## src/rtl/frm_pkg.sv

```systemverilog
package frm_pkg;
    localparam int BYTE_W    = 8;
    localparam int MAX_BYTES = 4;
    localparam int LEN_W     = $clog2(MAX_BYTES + 1);
    localparam int IDX_W     = $clog2(MAX_BYTES);
    localparam int ARG_W     = 2;

    typedef enum logic [1:0] {
        PG_BASE = 2'd0,
        PG_EXT1 = 2'd1,
        PG_EXT2 = 2'd2
    } page_e;

    typedef enum logic [1:0] {
        ST_OPCODE  = 2'd0,
        ST_PAGED   = 2'd1,
        ST_OPERAND = 2'd2,
        ST_HOLD    = 2'd3
    } state_e;
endpackage

```

## src/rtl/frm_len_decode.sv

```systemverilog
module frm_len_decode
    import frm_pkg::*;
(
    input  page_e                   page,
    input  logic [BYTE_W-1:0]       opcode,
    output logic [ARG_W-1:0]        n_args,
    output logic                    undef
);
    logic [3:0] hi;
    logic [3:0] nib;
    logic [2:0] lo;

    assign hi  = opcode[7:4];
    assign nib = opcode[3:0];
    assign lo  = opcode[2:0];

    always_comb begin
        n_args = '0;
        undef  = 1'b0;
        unique case (page)
            PG_BASE: begin
                unique case (hi)
                    4'h0, 4'h1, 4'h2, 4'h3:
                        n_args = (lo == 3'd5) ? 2'd2 :
                                 ((lo == 3'd2 || lo == 3'd4) ? 2'd1 : 2'd0);
                    4'h4, 4'h5, 4'h6: n_args = (lo == 3'd4) ? 2'd1 : 2'd0;
                    4'h7: begin
                        if (nib == 4'hF) undef = 1'b1;
                        else n_args = (nib[3] || lo == 3'd4) ? 2'd1 : 2'd0;
                    end
                    4'h8: n_args = (lo == 3'd5) ? 2'd1 : 2'd0;
                    4'h9: n_args = (nib >= 4'hC || (nib >= 4'h5 && nib <= 4'h7)) ? 2'd1 : 2'd0;
                    4'hA: n_args = 2'd0;
                    4'hB: n_args = nib[3] ? 2'd2 : 2'd1;
                    4'hC: n_args = nib[3] ? 2'd0 : 2'd2;
                    4'hD: n_args = (nib < 4'hE) ? 2'd2 : 2'd0;
                    4'hE: n_args = nib[3] ? 2'd2 : 2'd1;
                    default: begin
                        unique case (nib)
                            4'h0, 4'h1, 4'h5, 4'hC, 4'hD: n_args = 2'd1;
                            4'h2, 4'h3, 4'hB:             n_args = 2'd2;
                            4'hF:                         undef  = 1'b1;
                            default:                      n_args = 2'd0;
                        endcase
                    end
                endcase
            end
            PG_EXT1: begin
                unique case (hi)
                    4'h0, 4'h1, 4'h2, 4'h3:
                        n_args = (lo == 3'd0 || lo == 3'd1 || lo == 3'd5) ? 2'd1 : 2'd0;
                    4'h4, 4'h5: n_args = nib[1] ? 2'd0 : 2'd1;
                    4'h6: begin
                        if (nib[3]) undef = 1'b1;
                        else n_args = nib[1] ? 2'd0 : 2'd1;
                    end
                    4'h7: begin
                        if (nib >= 4'h4) undef = 1'b1;
                        else n_args = nib[1] ? 2'd0 : 2'd1;
                    end
                    4'h8, 4'h9: n_args = (nib[1:0] == 2'd2) ? 2'd1 : 2'd0;
                    4'hA: begin
                        if (nib > 4'hA) undef = 1'b1;
                        else if (!nib[3]) n_args = (nib[1:0] == 2'd2) ? 2'd1 : 2'd0;
                    end
                    4'hB: begin
                        if (nib > 4'hC) undef = 1'b1;
                        else n_args = 2'd1;
                    end
                    4'hC: n_args = (nib[3:2] == 2'b01) ? 2'd1 : 2'd0;
                    4'hD: begin
                        if (nib > 4'h9) undef = 1'b1;
                        else n_args = nib[3] ? 2'd0 : 2'd2;
                    end
                    default: n_args = 2'd1;
                endcase
            end
            PG_EXT2: begin
                unique case (hi)
                    4'h1, 4'h3: undef = (nib >= 4'h4);
                    4'h4:       undef = (nib >= 4'hC);
                    4'h5:       undef = (nib >= 4'h2);
                    4'h6: begin
                        if (nib[3]) undef = 1'b1;
                        else n_args = 2'd2;
                    end
                    4'h7: begin
                        if (nib > 4'h9) undef = 1'b1;
                        else n_args = nib[3] ? 2'd2 : 2'd1;
                    end
                    4'h8, 4'h9, 4'hA: undef = 1'b1;
                    4'hB:       undef = (nib >= 4'hC);
                    4'hC:       undef = nib[3];
                    4'hF:       undef = (nib >= 4'hA);
                    default:    n_args = 2'd0;
                endcase
            end
            default: undef = 1'b1;
        endcase
    end
endmodule

```

## src/rtl/frm_collect.sv

```systemverilog
module frm_collect
    import frm_pkg::*;
#(
    parameter int NB = MAX_BYTES,
    parameter int IW = $clog2(NB)
) (
    input  logic                 clk,
    input  logic                 rst,
    input  logic                 wr_en,
    input  logic                 wr_first,
    input  logic [IW-1:0]        wr_idx,
    input  logic [BYTE_W-1:0]    wr_byte,
    input  logic                 paged,
    output logic [NB*BYTE_W-1:0] bytes,
    output logic [BYTE_W-1:0]    imm8,
    output logic [2*BYTE_W-1:0]  imm16
);
    logic [BYTE_W-1:0] lane [NB];

    for (genvar i = 0; i < NB; i++) begin : g_lane
        always_ff @(posedge clk) begin
            if (rst) begin
                lane[i] <= '0;
            end else if (wr_en) begin
                if (wr_first)
                    lane[i] <= (i == 0) ? wr_byte : '0;
                else if (wr_idx == IW'(i))
                    lane[i] <= wr_byte;
            end
        end
        assign bytes[i*BYTE_W +: BYTE_W] = lane[i];
    end

    // Operands start right after the opcode, one lane later when a prefix is present.
    always_comb begin
        if (paged) begin
            imm8  = lane[2];
            imm16 = {lane[3], lane[2]};
        end else begin
            imm8  = lane[1];
            imm16 = {lane[2], lane[1]};
        end
    end
endmodule

```

## src/rtl/instr_framer.sv

```systemverilog
module instr_framer
    import frm_pkg::*;
#(
    parameter logic [7:0] PFX_A = 8'hCE,
    parameter logic [7:0] PFX_B = 8'hCF
) (
    input  logic                        clk,
    input  logic                        rst,
    input  logic                        in_valid,
    input  logic [7:0]                  in_data,
    output logic                        in_ready,
    output logic                        out_valid,
    input  logic                        out_ready,
    output logic [MAX_BYTES*BYTE_W-1:0] out_bytes,
    output logic [LEN_W-1:0]            out_len,
    output logic [1:0]                  out_page,
    output logic                        out_illegal,
    output logic [7:0]                  out_imm8,
    output logic [15:0]                 out_imm16
);
    state_e            st, st_nx;
    page_e             pg_q, dec_pg;
    logic [LEN_W-1:0]  cnt_q;
    logic [ARG_W-1:0]  left_q;
    logic              ill_q;
    logic [ARG_W-1:0]  dec_n;
    logic              dec_ill;
    logic              take, is_pfx;
    logic [IDX_W-1:0]  wr_idx;

    assign take   = in_valid && in_ready;
    assign is_pfx = (in_data == PFX_A) || (in_data == PFX_B);
    assign dec_pg = (st == ST_PAGED) ? pg_q : PG_BASE;
    assign wr_idx = (st == ST_OPCODE) ? '0 : cnt_q[IDX_W-1:0];

    frm_len_decode u_dec (
        .page   (dec_pg),
        .opcode (in_data),
        .n_args (dec_n),
        .undef  (dec_ill)
    );

    frm_collect #(.NB(MAX_BYTES), .IW(IDX_W)) u_buf (
        .clk      (clk),
        .rst      (rst),
        .wr_en    (take),
        .wr_first (st == ST_OPCODE),
        .wr_idx   (wr_idx),
        .wr_byte  (in_data),
        .paged    (pg_q != PG_BASE),
        .bytes    (out_bytes),
        .imm8     (out_imm8),
        .imm16    (out_imm16)
    );

    // State register
    always_ff @(posedge clk) begin
        if (rst) st <= ST_OPCODE;
        else     st <= st_nx;
    end

    // Next state
    always_comb begin
        st_nx = st;
        unique case (st)
            ST_OPCODE: if (in_valid) begin
                if (is_pfx)           st_nx = ST_PAGED;
                else if (dec_n == '0) st_nx = ST_HOLD;
                else                  st_nx = ST_OPERAND;
            end
            ST_PAGED: if (in_valid)
                st_nx = (dec_n == '0) ? ST_HOLD : ST_OPERAND;
            ST_OPERAND: if (in_valid && left_q == ARG_W'(1))
                st_nx = ST_HOLD;
            ST_HOLD: if (out_ready)
                st_nx = ST_OPCODE;
            default: st_nx = ST_OPCODE;
        endcase
    end

    // Frame bookkeeping: page, count, remaining operands, undefined flag
    always_ff @(posedge clk) begin
        if (rst) begin
            pg_q   <= PG_BASE;
            cnt_q  <= '0;
            left_q <= '0;
            ill_q  <= 1'b0;
        end else if (take) begin
            cnt_q <= (st == ST_OPCODE) ? LEN_W'(1) : cnt_q + LEN_W'(1);
            unique case (st)
                ST_OPCODE: begin
                    pg_q   <= (in_data == PFX_A) ? PG_EXT1 :
                              ((in_data == PFX_B) ? PG_EXT2 : PG_BASE);
                    ill_q  <= is_pfx ? 1'b0 : dec_ill;
                    left_q <= is_pfx ? '0 : dec_n;
                end
                ST_PAGED: begin
                    ill_q  <= dec_ill;
                    left_q <= dec_n;
                end
                ST_OPERAND: left_q <= left_q - ARG_W'(1);
                default: ;
            endcase
        end
    end

    // Outputs
    always_comb begin
        out_valid   = (st == ST_HOLD);
        in_ready    = (st != ST_HOLD);
        out_len     = cnt_q;
        out_page    = pg_q;
        out_illegal = ill_q;
    end

    a_r8_hold_record: assert property (@(posedge clk) disable iff (rst)
        (out_valid && !out_ready) |=> (out_valid && $stable(out_bytes) &&
                                       $stable(out_len) && $stable(out_page) &&
                                       $stable(out_illegal)));

    a_r1_prefix_lane: assert property (@(posedge clk) disable iff (rst)
        (out_valid && out_page == 2'd1) |-> (out_bytes[7:0] == PFX_A));

    a_r5_undef_short: assert property (@(posedge clk) disable iff (rst)
        (out_valid && out_illegal) |->
            (out_len == ((out_page == 2'd0) ? LEN_W'(1) : LEN_W'(2))));

    a_r6_len_range: assert property (@(posedge clk) disable iff (rst)
        out_valid |-> (out_len >= LEN_W'(1) && out_len <= LEN_W'(MAX_BYTES)));

    a_r2_base_max: assert property (@(posedge clk) disable iff (rst)
        (out_valid && out_page == 2'd0) |-> (out_len <= LEN_W'(3)));

    a_r7_no_operand: assert property (@(posedge clk) disable iff (rst)
        (out_valid && out_len == ((out_page == 2'd0) ? LEN_W'(1) : LEN_W'(2)))
            |-> (out_imm8 == 8'h00 && out_imm16 == 16'h0000));
endmodule

```

## config.mk

```make
export PLATFORM = sky130hd
export DESIGN_NAME = instr_framer
export DESIGN_NICKNAME = d
export VERILOG_FILES = /design/src/rtl/frm_pkg.sv /design/src/rtl/frm_len_decode.sv /design/src/rtl/frm_collect.sv /design/src/rtl/instr_framer.sv
export SDC_FILE = /design/constraint.sdc
export NUM_CORES = 1
export LEC_CHECK = 0
export BUFFER_PORTS_ARGS = -buffer_cell sky130_fd_sc_hd__buf_4
export CAP_MARGIN = 20
export CORE_ASPECT_RATIO = 0.6
export CORE_MARGIN = 2
export CORE_UTILIZATION = 54
export CTS_BUF_LIST = sky130_fd_sc_hd__clkbuf_8
export DETAILED_ROUTE_END_ITERATION = 10
export HOLD_SLACK_MARGIN = 0.08
export PLACE_DENSITY = 0.85
export SLEW_MARGIN = 20
export SYNTH_ARGS = -nofsm -noshare
export SYNTH_HDL_FRONTEND = slang
export SYNTH_SLANG_ARGS = --single-unit
```

## constraint.sdc

```tcl
create_clock -name clk -period 2.33 [get_ports clk]
set_input_delay 0.233 -clock clk [delete_from_list [all_inputs] [get_ports clk]]
set_output_delay 0.233 -clock clk [all_outputs]
set_load 0.05 [all_outputs]
```

==> results of run 1 <==
## cells in the mapped netlist (all sizes together) (2+ instances only)
cell / instances / area, sq um
edfxtp: 32 / 961
and2: 27 / 170
buf: 24 / 156
nand2: 20 / 75.1
nor2: 18 / 67.6
mux2: 17 / 191
a21oi: 15 / 78.8
o21ai: 15 / 75.1
nor3: 13 / 65.1
clkbuf: 10 / 38.8
dfxtp: 10 / 200
nand2b: 9 / 56.3
inv: 8 / 30.0
nor2b: 7 / 43.8
ha: 6 / 75.1
a31oi: 5 / 31.3
nand3: 5 / 25.0
a32oi: 4 / 35.0
a221oi: 3 / 32.5
nand3b: 3 / 22.5
nand4: 3 / 18.8
o22ai: 3 / 25.0
a211o: 2 / 17.5
a31o: 2 / 17.5
nor3b: 2 / 15.0
nor4bb: 2 / 20.0
o2111ai: 2 / 17.5
o211ai: 2 / 15.0
o221ai: 2 / 17.5
## final cells by class
type	instances	area [sq um]
Inverter	8	33.8
Timing Repair Buffer	84	631
Clock inverter	3	17.5
Clock buffer	5	68.8
Multi-Input combinational cell	207	1390
Fill cell	374	1620
Tap cell	66	82.6
Sequential cell	42	1160
## per-layer routing
layer / GRT usage / vias up / part of all wire
met4: 0.0744 / 0 / 0.014
met1: 0.358 / 1159 / 0.46
li1: - / 1164 / -
met5: 0 / - / 0
met2: 0.380 / 142 / 0.42
met3: 0.0496 / 11 / 0.10
## cells by family (layout without fill, tap and decap cells)
kind of cell | after synthesis | in the layout | share of synthesized area
DFF | 42 | 42 | 0.420
xor gates and xnor gates | 1 | 1 | 0.00317
and+or+nand+nor | 117 | 117 | 0.231
muxes | 18 | 18 | 0.0729
adders and majority gates | 6 | 6 | 0.0272
AOI/OAI and AO/OA | 65 | 65 | 0.164
buffers and inverters | 42 | 100 | 0.0815
## final timing paths
check,start,to,slack (ns),cells past startpoint
setup / recovery,st[0],u_buf.lane[1][0],0.23,5
hold / removal,rst,left_q[0],0.24,2
setup reg to reg,st[0],u_buf.lane[1][0],0.23,5
hold reg to reg,out_len[2],out_len[2],0.48,2
## metrics by stage
stage	area [sq um]	worst slack [ns]	utilization	instances	hold slack, ns
6_report	3390	0.228	0.677	415	0.244
5_1_grt	3390	0.0362	0.677	415	0.269
4_1_cts	3390	0.224	0.677	415	0.232
3_5_place_dp	3300	0.243	0.660	407	0.473
3_3_place_gp	3300	0.333	0.660	407	0.455
2_1_floorplan	2780	0.0948	-	291	0.456
## where the power goes
group | internal (mW) | switching, mW | leakage (nW)
registers | 0.971 | 0.0982 | 0.429
clock network | 0.207 | 0.254 | 0.0493
logic | 0.532 | 1.22 | 0.970
## sequential cells by signal, summed over array words and instances, names as in the netlist
signal / cells
out_illegal: 1
out_page: 2
out_len: 3
u_buf.lane: 32
st: 2
left_q: 2
==> flow_summary.toml, run 1 <==
[outcome]
status = "finished, final reports clean"

[worst_setup_path]
crit_family = "simple AND/OR/NAND/NOR gates"
cp_max_fo = 8
setup.worst_path.class = "register to register"
start_kind = "register"
crit_slowest_cell = "dfxtp_1"
path_cells = "inv_1 > ha_1 > nor3_1 > and3b_1 > nand2b_1"
crit_arrival_ns = 2.07
path_buf_inv = 1
end_kind = "register"
cp_data_required_time_ns = 2.30
max_stage_delay_ns = 0.44

[clock_network]
cts_made_buffers = 5
postCtsHoldBufs = 0
cts_max_path_buffers = 2
cts_resized = 0
clock_latency_ns = 0.30
cts_setup_buffers = 0
numClockSinks = 42
cts_tree = "done"
clk_pin_slew_ns = 0.08
h-tree-depth = 2
cts_root_buf = "clkbuf_8"

[place]
port_buffers = 75
dp_hpwl_um = 4970
gp_congestion = 0.902

[synthesis]
synth-seq-area-share = 0.420
synth_area_sq_um = 2760
syn_inst = 291
ys_warn_count = 0
ys.flop_type = "edfxtp_1"
synth_nets = 309
synth_edf_count = 32
ys_types = 57
syn_area_per_cell_sq_um = 9.50
synth_seq_cells = 42
async_flop_share = 0

[worst_hold_path]
hold_path.class = "input port to register"

[timing]
post-route-period-util = 0.902
relSlewSlack = 0.601
fmax_mhz = 476
setup_viol = 0
fin_skew_ns = 0.0119
worst_slew_pin_slew_ns = 0.594
rsz0062_at_grt = "false"
setup_tns_ns = 0
final_max_slew_viol_count = 0
fin_crit_ns = 2.10
hold_viol_final = 0

[global_routing]
antenna_found_initial = 0
grt_max_degree = 26
grt_usage = 0.248
grt.overflow.total = 0
grt_pass1_wl_um = 10600
grt_pass1_vias = 2146

[power_and_ir_drop]
ir_drop_uv = 454
power_density_nw_per_um2 = 968
finalPower_mw = 3.28
power_leakage_nw = 1.45

[die]
die_y_um = 59.4
die-area_sq_um = 5730
ios = 76
placementRows = 20
die_x_um = 96.4
start_util = 0.552
core_sq_um = 5000

[cells_and_area]
layout_commonest_cell = "buf_4"
area_growth_syn_to_layout_pct = 22.6
final_cell_mix = "buf_4 (84), edfxtp_1 (32), and2_1 (26), nand2_1 (20), nor2_1 (18)"
diodes = 0
nets = 366
final_layout_size_suffix_gt1_frac = 0.335

[detailed_routing]
vias_per_cell = 5.97
ant_nets = 0
drt_first_pass_iters = 5
drcViolationCount = 0
wl_per_cell_um = 16.5
vias = 2476
drt_iter0_markers = 185
routed_wl_um = 6850

[job]
maxCapViolations = 0
Power figures use the tool's default switching activity.
==> inputs of run 2 (changes only) <==
Settings changed: CORE_MARGIN 2 to unset, MAX_ROUTING_LAYER set to met4.
==> flow_summary.toml, run 2 (same netlist as run 1, synthesis figures left out) <==
[clock_network]
cts_root_buf = "clkbuf_8"
clk_pin_slew_ns = 0.09
postCtsHoldBufs = 0
clock_latency_ns = 0.30
cts_max_path_buffers = 2
cts_tree = "done"
cts_made_buffers = 5
h-tree-depth = 2
cts_setup_buffers = 0
cts_resized = 0
numClockSinks = 42

[timing]
hold_viol_final = 0
worst_slew_pin_slew_ns = 0.540
fin_skew_ns = 0.00909
setup_tns_ns = 0
final_max_slew_viol_count = 0
rsz0062_at_grt = "false"
setup_viol = 0
fmax_mhz = 463
fin_crit_ns = 2.16
post-route-period-util = 0.928
relSlewSlack = 0.637
hold_slack_ns = 0.238

[die]
placementRows = 19
die-area_sq_um = 5420
die_x_um = 94.4
start_util = 0.584
core_sq_um = 4730
ios = 76
die_y_um = 57.4

[power_and_ir_drop]
swShare = 0.465
p_clk_frac = 0.170
power_density_nw_per_um2 = 1000
ir_drop_uv = 422
seq_power_share = 0.314
combPwrFrac = 0.516
p_sw_mw = 1.59
p_int_mw = 1.83
power_leakage_nw = 1.46
finalPower_mw = 3.41

[detailed_routing]
vias_per_cell = 6.14
drt_iter0_markers = 276
routed_wl_um = 6920
drt_first_pass_iters = 6
wl_per_cell_um = 16.8
drcViolationCount = 0
vias = 2528
wl_met3_um = 947
ant_nets = 0
wl_met1_um = 2930
met2_length_um = 2980
top_layer = "met4"

[cells_and_area]
reg.largest.list = "u_buf.lane x32, out_len x3"
final_util = 0.721
layout_commonest_cell = "buf_4"
nets = 366
top_register = "u_buf.lane"
diodes = 0
final_layout_size_suffix_gt1_frac = 0.338
final_cell_mix = "buf_4 (84), edfxtp_1 (32), and2_1 (26), nand2_1 (20), nor2_1 (18)"
fin_cells = 412
largest_reg_flops = 32
area_growth_syn_to_layout_pct = 23.4
fill_cells = 337

[worst_setup_path]
crit_slowest_cell = "dfxtp_1"
path_buf_inv = 1
max_stage_delay_ns = 0.44
cp_max_fo = 8
start_kind = "register"
crit_arrival_ns = 2.11
setup.worst_path.class = "register to register"
cp_data_required_time_ns = 2.28
path_cells = "inv_1 > ha_1 > nor3_1 > nand2_1 > o21ai_2"
end_kind = "register"
crit_family = "simple AND/OR/NAND/NOR gates"

[job]
maxCapViolations = 0

[worst_hold_path]
hold_path.class = "input port to register"

[outcome]
status = "finished, final reports clean"

[global_routing]
grt_usage = 0.273
grt_max_degree = 26
grt_pass1_wl_um = 10800
grt.overflow.total = 0
antenna_found_initial = 0
grt_pass1_vias = 2077

[place]
placedCellCount = 404
dp_hpwl_um = 5080
port_buffers = 75
gp_congestion = 0.948
==> run 2: worst paths after layout <==
kind | endpoint | cells past startpoint | slack [ns] | start
setup / recovery | u_buf.lane[2][7] | 5 | 0.17 | st[0]
hold / removal | st[1] | 2 | 0.24 | rst
setup reg to reg | u_buf.lane[2][7] | 5 | 0.17 | st[0]
hold reg to reg | out_len[2] | 2 | 0.48 | out_len[2]
==> run 2: worst reg2reg max path: stages, from the launching register on <==
cell     delay (ns)
dfxtp_1        0.44
inv_1          0.10
ha_1           0.29
nor3_1         0.37
nand2_1        0.23
o21ai_2        0.39
==> run 2: layout make-up <==
cell class / instances / area [sq um] / area share
timing repair buffer: 84 / 631 / 0.185
tap: 63 / 78.8 / 0.0231
sequential: 42 / 1160 / 0.340
clock buffer: 5 / 68.8 / 0.0202
multi-input combinational: 207 / 1390 / 0.409
clock inverter: 3 / 43.8 / 0.0128
inverter: 8 / 33.8 / 0.00990
==> run 2: power by group through the flow <==
stage,Clock [mW],Sequential [mW],Combinational [mW]
6_report,0.580,1.07,1.76
5_1_grt,0.609,1.09,1.85
4_1_cts,0.577,1.07,1.75
3_5_place_dp,0,1.09,1.74
3_3_place_gp,0,1.08,1.72
2_1_floorplan,0,1.46,0.900
==> run 2: layer usage <==
layer,vias up,track usage
met4,0,0.0396
met5,-,-
met2,192,0.388
li1,1162,-
met3,8,0.0400
met1,1166,0.418
==> run 2: metrics by stage <==
| step | cell area [sq um] | worst slack (ns) |
|---|---|---|
| after floorplan | 2780 | 0.0948 |
| after global placement | 3300 | 0.360 |
| after detailed placement | 3300 | 0.251 |
| after CTS | 3410 | 0.230 |
| after global routing | 3410 | 0.0738 |
| final | 3410 | 0.168 |
